[src/rtl/opp_refresh_pkg.sv]
package opp_refresh_pkg;

    typedef enum logic [2:0] {
        ST_COUNT,
        ST_ARMED,
        ST_DUE,
        ST_REQ,
        ST_BUSY
    } rs_state_t;

endpackage

[src/rtl/rs_interval_timer.sv]
module rs_interval_timer #(
    parameter int WIN_CYC  = 2200,
    parameter int TICK_CYC = 3000
) (
    input  logic clk,
    input  logic rst_n,
    input  logic run,
    input  logic clear,
    output logic win_hit,
    output logic due_hit
);
    localparam int CW = $clog2(TICK_CYC + 1);
    localparam logic [CW-1:0] WIN_M1  = CW'(WIN_CYC - 1);
    localparam logic [CW-1:0] TICK_M1 = CW'(TICK_CYC - 1);
    localparam logic [CW-1:0] TICK_V  = CW'(TICK_CYC);

    logic [CW-1:0] elapsed;

    always_ff @(posedge clk) begin
        if (!rst_n || clear) begin
            elapsed <= '0;
        end else if (run && elapsed != TICK_V) begin
            elapsed <= elapsed + 1'b1;
        end
    end

    assign win_hit = run && (elapsed == WIN_M1);
    assign due_hit = run && (elapsed == TICK_M1);

endmodule

[src/rtl/rs_event_decode.sv]
module rs_event_decode (
    input  logic bus_active,
    input  logic board_sel,
    input  logic rdata_latched,
    output logic hide_op,
    output logic force_op,
    output logic own_op
);
    assign hide_op  = rdata_latched;
    assign force_op = bus_active && !board_sel;
    assign own_op   = bus_active && board_sel && !rdata_latched;
endmodule

[src/rtl/rs_row_counter.sv]
module rs_row_counter #(
    parameter int ROW_W = 8
) (
    input  logic             clk,
    input  logic             rst_n,
    input  logic             bump,
    output logic [ROW_W-1:0] row
);
    always_ff @(posedge clk) begin
        if (!rst_n) begin
            row <= '0;
        end else if (bump) begin
            row <= row + 1'b1;
        end
    end
endmodule

[src/rtl/opp_refresh_sched.sv]
module opp_refresh_sched
    import opp_refresh_pkg::*;
#(
    parameter int WIN_CYC  = 2200,
    parameter int TICK_CYC = 3000,
    parameter int ROW_W    = 8
) (
    input  logic             clk,
    input  logic             rst_n,
    input  logic             bus_active,
    input  logic             board_sel,
    input  logic             rdata_latched,
    input  logic             refresh_ack,
    output logic             refresh_req,
    output logic             access_wait,
    output logic [ROW_W-1:0] refresh_row
);
    rs_state_t state, state_d;
    logic held, held_d;
    logic hide_op, force_op, own_op;
    logic win_hit, due_hit;
    logic timer_run, timer_clr, row_bump;

    rs_event_decode u_dec (
        .bus_active    (bus_active),
        .board_sel     (board_sel),
        .rdata_latched (rdata_latched),
        .hide_op       (hide_op),
        .force_op      (force_op),
        .own_op        (own_op)
    );

    rs_interval_timer #(
        .WIN_CYC  (WIN_CYC),
        .TICK_CYC (TICK_CYC)
    ) u_timer (
        .clk     (clk),
        .rst_n   (rst_n),
        .run     (timer_run),
        .clear   (timer_clr),
        .win_hit (win_hit),
        .due_hit (due_hit)
    );

    rs_row_counter #(
        .ROW_W (ROW_W)
    ) u_row (
        .clk   (clk),
        .rst_n (rst_n),
        .bump  (row_bump),
        .row   (refresh_row)
    );

    // next-state decode
    always_comb begin
        state_d = state;
        held_d  = held;
        unique case (state)
            ST_COUNT: begin
                if (win_hit) state_d = ST_ARMED;
            end
            ST_ARMED: begin
                if (hide_op || force_op) begin
                    state_d = ST_REQ;
                    held_d  = 1'b0;
                end else if (due_hit) begin
                    state_d = ST_DUE;
                end
            end
            ST_DUE: begin
                if (hide_op || force_op || own_op) begin
                    state_d = ST_REQ;
                    held_d  = own_op;
                end
            end
            ST_REQ: begin
                state_d = ST_BUSY;
            end
            ST_BUSY: begin
                if (refresh_ack) begin
                    state_d = ST_COUNT;
                    held_d  = 1'b0;
                end
            end
            default: begin
                state_d = ST_COUNT;
                held_d  = 1'b0;
            end
        endcase
    end

    // state register
    always_ff @(posedge clk) begin
        if (!rst_n) begin
            state <= ST_COUNT;
            held  <= 1'b0;
        end else begin
            state <= state_d;
            held  <= held_d;
        end
    end

    // outputs
    always_comb begin
        refresh_req = 1'b0;
        access_wait = 1'b0;
        timer_run   = 1'b0;
        timer_clr   = 1'b0;
        row_bump    = 1'b0;
        unique case (state)
            ST_COUNT, ST_ARMED: begin
                timer_run = 1'b1;
            end
            ST_DUE: begin
                timer_run   = 1'b1;
                access_wait = own_op;
            end
            ST_REQ: begin
                refresh_req = 1'b1;
                access_wait = held;
            end
            ST_BUSY: begin
                access_wait = held;
                if (refresh_ack) begin
                    timer_clr = 1'b1;
                    row_bump  = 1'b1;
                end
            end
            default: begin
                timer_clr = 1'b1;
            end
        endcase
    end

endmodule

[config.mk]
export PLATFORM = sky130hd
export DESIGN_NAME = opp_refresh_sched
export DESIGN_NICKNAME = d
export VERILOG_FILES = /design/src/rtl/opp_refresh_pkg.sv /design/src/rtl/rs_interval_timer.sv /design/src/rtl/rs_event_decode.sv /design/src/rtl/rs_row_counter.sv /design/src/rtl/opp_refresh_sched.sv
export SDC_FILE = /design/constraint.sdc
export NUM_CORES = 1
export LEC_CHECK = 0
export CORE_AREA = 2 2 68 44
export CTS_BUF_LIST = sky130_fd_sc_hd__clkbuf_2
export DETAILED_ROUTE_END_ITERATION = 8
export DIE_AREA = 0 0 70 46
export PLACE_DENSITY = 0.74
export SLEW_MARGIN = 0
export SYNTH_ARGS = -nofsm -noshare
export SYNTH_HDL_FRONTEND = slang
export SYNTH_SLANG_ARGS = --single-unit
[constraint.sdc]
create_clock -name clk -period 1.3 [get_ports clk]
set_input_delay 0.26 -clock clk [delete_from_list [all_inputs] [get_ports clk]]
set_output_delay 0.26 -clock clk [all_outputs]
set_load 0.02 [all_outputs]
**After elaboration in Yosys (flattened, before gate mapping)**

Cells that the tools add are included.

- Eq/ne operators: 12
- Add/sub/neg operators: 2
- Shifts and indexed selects: 0
- Magnitude comparators: 0
- Multiplexer cells: 16
- Div/mod/pow operators: 0
- Bitwise logic cells: 1
- $mul: 0
- Reduce and logical (&&, ||, !) cells: 19

Operators with widths:

| kind | count |
|---|---|
| 12-bit equality test (second input constant) | 2 |
| 3-bit two-way mux | 5 |
| 3-bit case mux with 5 select lines | 1 |
| 12-bit by 1-bit adder with 12-bit output (second input constant) | 1 |
| 12-bit != test (second input constant) | 1 |
| 8-bit by 1-bit adder with 8-bit output (second input constant) | 1 |
| 4-bit AND reduction | 2 |
| 1-bit two-way mux | 7 |
| 3-bit by 2-bit equality test with 1-bit output (second input constant) | 2 |
| 1-bit logical AND | 6 |
| 2-bit != test (second input constant) | 3 |
| 1-bit case mux with 2 select lines | 2 |
| 1-bit case mux with 4 select lines | 1 |
| 2-bit OR reduction | 2 |
| 4-bit OR reduction | 1 |
| 3-bit by 1-bit equality test with 1-bit output (second input constant) | 1 |
| 3-bit equality test (second input constant) | 1 |
| 1-bit logical NOT | 3 |
| 3-bit logical NOT | 1 |
| 1-bit logical OR | 3 |
| 3-bit != test (second input constant) | 1 |
| 3-bit OR reduction | 1 |
| 2-bit by 1-bit != test with 1-bit output (second input constant) | 1 |
| 1-bit NOT | 1 |

- Flip-flop bits (word level): 24
- ROM bits: 0
- Input port bits: 6
- Memories kept: 0
- Bits in writable memories: 0
- Latch bits: 0

**Depth between registers and ports, before layout**

- Word-level depth: 7
- Depth in mapped cells: 6

**Cells and area by module**

Synthesis repeated with hierarchy kept, for this count alone.

- Cells, all modules: 151
- Area total of the unflattened synthesis: 1,333.8 um^2

By module, submodules not included:

| module | area an instance (um^2) | cells each | sequential area each (um^2) | instances |
|---|---|---|---|---|
| rs_interval_timer | 654.4 | 76 | 240.2 | 1 |
| rs_row_counter | 359.1 | 37 | 160.2 | 1 |
| opp_refresh_sched | 294.0 | 35 | 80.1 | 1 |
| rs_event_decode | 26.3 | 3 | 0.0 | 1 |

**Least setup slack after synthesis**

Ideal clock, no wire load.

- Kind: register to output
- From: register state[0]
- To: output access_wait
- Arrival time: 1.292 ns
- Stages on the path, launching flop included: 6
- Path slack: -0.252 ns
- Data required time: 1.040 ns
- Path buffers: 1
- Cells stage by stage: dfxtp_1 buf_6 inv_1 nor2_1 nand2_1 o21ai_0

- Word-level cells in the longest chain between the ends: 3
- Elaborated cells on any way between the ends: 5
- Those cells by class: eq/ne: 3; mux: 1; reduce/logical: 1

RTL lines:

| element | line | source |
|---|---|---|
| start, declared | opp_refresh_sched.sv:18 | `rs_state_t state, state_d;` |
| start signal, assigned | opp_refresh_sched.sv:98 | `state <= state_d;` |
| 3-bit equality test / 3-bit by 2-bit equality test with 1-bit output (equally long branches) | opp_refresh_sched.sv:110 | `unique case (state)` |
| 2-bit OR reduction (no line) | -- |  |
| 1-bit case mux with 2 select lines (*) | opp_refresh_sched.sv:110 |  |
| end, declared | opp_refresh_sched.sv:15 | `output logic access_wait,` |

Every way passes the cells marked *; elsewhere a longest branch is shown, timed or not.

**Final worst setup path**

- From: register state[2]
- To: output access_wait

The elaborated chain is that of the path after synthesis.

==> flow_metrics.env <==
export IMPL_status="finished with violations"
export IMPL_violations="setup timing"
export IMPL_reg2reg_depth=7
export IMPL_syn_area_um2=1291
export IMPL_drc=0
export IMPL_final_common_cell="buf_4"
export IMPL_fill_cells=158
export IMPL_placedCellCount=222
export IMPL_routed_wl_mm=4.404
export IMPL_synth_cell_type_count=41
export IMPL_worstHoldStart="rdata_latched"
export IMPL_total_power_mw=1.690
export IMPL_synth_nets=156
export IMPL_clock_skew_ns=0.003204
export IMPL_first_pass_iters=4
export IMPL_grt_first_pass_wirelength_mm=6.472
export IMPL_cts_tree="done"
export IMPL_viasPerCell=5.938
export IMPL_drive_gt1_share_pct=52.88
export IMPL_path_clk_slew_ns=0.24
export IMPL_fin_cells=242
export IMPL_nets=218
export IMPL_htreeDepth=1
export IMPL_grt_setup_unrepaired="true"
export IMPL_n_antenna_cell=0
export IMPL_synthFlopType="dfxtp_1"
export IMPL_ys_seq_area_share_pct=37.21
export IMPL_grt_max_degree=15
export IMPL_chipWidth_um=70
export IMPL_r2r_slack_ns=-0.35
export IMPL_fp_row_count=15
export IMPL_grt_ovfl_total=0
export IMPL_whs_path_depth=5
export IMPL_whs_ns=0.4994
export IMPL_cts_path_max_buffers=2
export IMPL_die_height_um=46
export IMPL_hpwlAfterDp_mm=2.373
export IMPL_core_um2=2665
export IMPL_timing_fmax_ghz=0.6026
export IMPL_synth_top_area_cell="dfxtp_1"
export IMPL_start_kind="register"
export IMPL_cts_buffers_inserted=3
export IMPL_first_global_vias=1374
export IMPL_crit_arrival_ns=1.40
export IMPL_cts_sinks=24
export IMPL_grt_use_total_pct=26.74
export IMPL_min_period_over_period_pct=127.7
export IMPL_setup_viol=26
export IMPL_drtAntennaViolNets=0
export IMPL_peakVddDrop_v=0.0005327
export IMPL_utilization_pct=80.09
export IMPL_cp_max_fo=3
export IMPL_syn_area_per_cell_um2=8.784
export IMPL_async_flop_share_pct=0
export IMPL_synth_top_area_share_pct=37.21
export IMPL_powerDensity_nw_per_um2=791.5
export IMPL_holdPathEnd="state[0]"
export IMPL_fp_dieArea_um2=3220
export IMPL_syn_to_final_growth_pct=65.31
export IMPL_cts_root_buf="clkbuf_2"
export IMPL_synth_edf_count=0
export IMPL_start_util_pct=48.45
export IMPL_vias=1437
export IMPL_final_cell_mix="buf_4 (32), buf_6 (16), dfxtp_2 (12)"
export IMPL_place_port_buffers=15
export IMPL_tightest_slew_ns=0.2881
export IMPL_hold_viol=0
export IMPL_place_gp_congestion=0.9054
export IMPL_synth_area_leaders="dfxtp_1 (37%), xnor2_1 (5.4%), and2_1 (4.4%)"
export IMPL_insertion_delay_ns=0.36
export IMPL_yosys_warnings=0
export IMPL_cellLeakagePower_nw=0.9393
export IMPL_dr_first_iter_drc_count=93
export IMPL_setup_ws_ns=-0.3596
export IMPL_hold_path_class="primary input to register"
export IMPL_r2r_end="u_timer.elapsed[9]"
export IMPL_period_needed_ns=1.660
export IMPL_cap_violations=0
export IMPL_finalSetupTns_ns=-6.464
export IMPL_slew_headroom_pct=80.63
export IMPL_post_drt_wl_per_cell_um=18.20
export IMPL_slew_violations=0
export IMPL_worstReg2RegStart="state[1]"
export IMPL_syn_inst=147
export IMPL_ys_ff_latch=24
export IMPL_worstPathRequired_ns=1.04
export IMPL_io_pins=16
export IMPL_worstSetupPathType="register to output pin"
export IMPL_endpoint_kind="output pin"
export IMPL_antenna_found_initial=0
## registers in the layout (all words and copies together) (netlist names)
| register | flops |
|---|---|
| state | 3 |
| u_row.row | 8 |
| u_timer.elapsed | 12 |
| held | 1 |
## cells in the mapped netlist, types with 3 or more instances
| master | n |
|---|---|
| ha_1 | 3 |
| or4_1 | 3 |
| nand3_1 | 5 |
| dfxtp_1 | 24 |
| nor2_1 | 12 |
| o21ai_0 | 3 |
| nand4_1 | 7 |
| nand2_1 | 13 |
| xnor2_1 | 8 |
| and2_1 | 9 |
| and3_1 | 5 |
| a31oi_1 | 3 |
| xor2_1 | 6 |
| inv_1 | 6 |
## what timing repair did
action	CTS	global route
resized for setup	68	44
endpoints found under the setup margin	34	33
pin swaps	22	29
hold buffers	0	0
buffers inserted	11	8
gates cloned	0	0
## layer usage
layer  GRT usage (%)  share of wire [%]  up-vias
met5               0                  0        -
met4           12.31                2.9        0
met1           30.97                 43      720
li1                -                  -      644
met2           47.81                 49       57
met3           7.301                5.7       16
## how the worst max path moves through the flow
stage	startpoint	to	slack, ns	cells past startpoint
2_1_floorplan	state[1]	u_row.row[4]	-0.07	6
3_3_place_gp	rdata_latched	access_wait	-0.66	6
3_5_place_dp	bus_active	access_wait	-0.71	6
4_1_cts	state[2]	access_wait	-0.27	5
5_1_grt	state[1]	access_wait	-0.41	5
6_report	state[2]	access_wait	-0.36	5
## cells by family (layout without fill, tap and decap cells)
family	Yosys count	in the layout	share of synthesized area (%)
buf+inv	12	73	4.555
xor+xnor	14	14	9.496
flops	24	24	37.21
simple gates	70	70	30.72
mux	1	1	0.7752
fa+ha+maj	3	3	2.907
compound gates	23	23	14.34
## critical path, stage by stage, from the launching register on
cell,delay [ns]
dfxtp_2,0.38
nand2b_4,0.15
nor2_4,0.15
nand2_1,0.10
o21ai_1,0.10
buf_4,0.16
## cell type report
class | instances | area [um^2] | area share [%]
Timing Repair Buffer | 63 | 554.3 | 25.97
Multi-Input combinational cell | 111 | 959.7 | 44.96
Inverter | 6 | 22.52 | 1.055
Clock buffer | 3 | 15.01 | 0.7034
Clock inverter | 1 | 30.03 | 1.407
Tap cell | 34 | 42.54 | 1.993
Sequential cell | 24 | 510.5 | 23.92
## stage by stage
step | worst slack (ns) | area (um^2)
4_1_cts | -0.2654 | 1972
3_3_place_gp | -0.6602 | 1729
3_5_place_dp | -0.7100 | 1729
2_1_floorplan | -0.07383 | 1336
5_1_grt | -0.4144 | 2135
6_report | -0.3596 | 2135
## power by group
part           switching (mW)  internal, mW  total, mW
clock                   0.249         0.265      0.514
sequential             0.0259         0.761      0.787
combinational           0.192         0.197      0.389
Power figures use the tool's default switching activity.
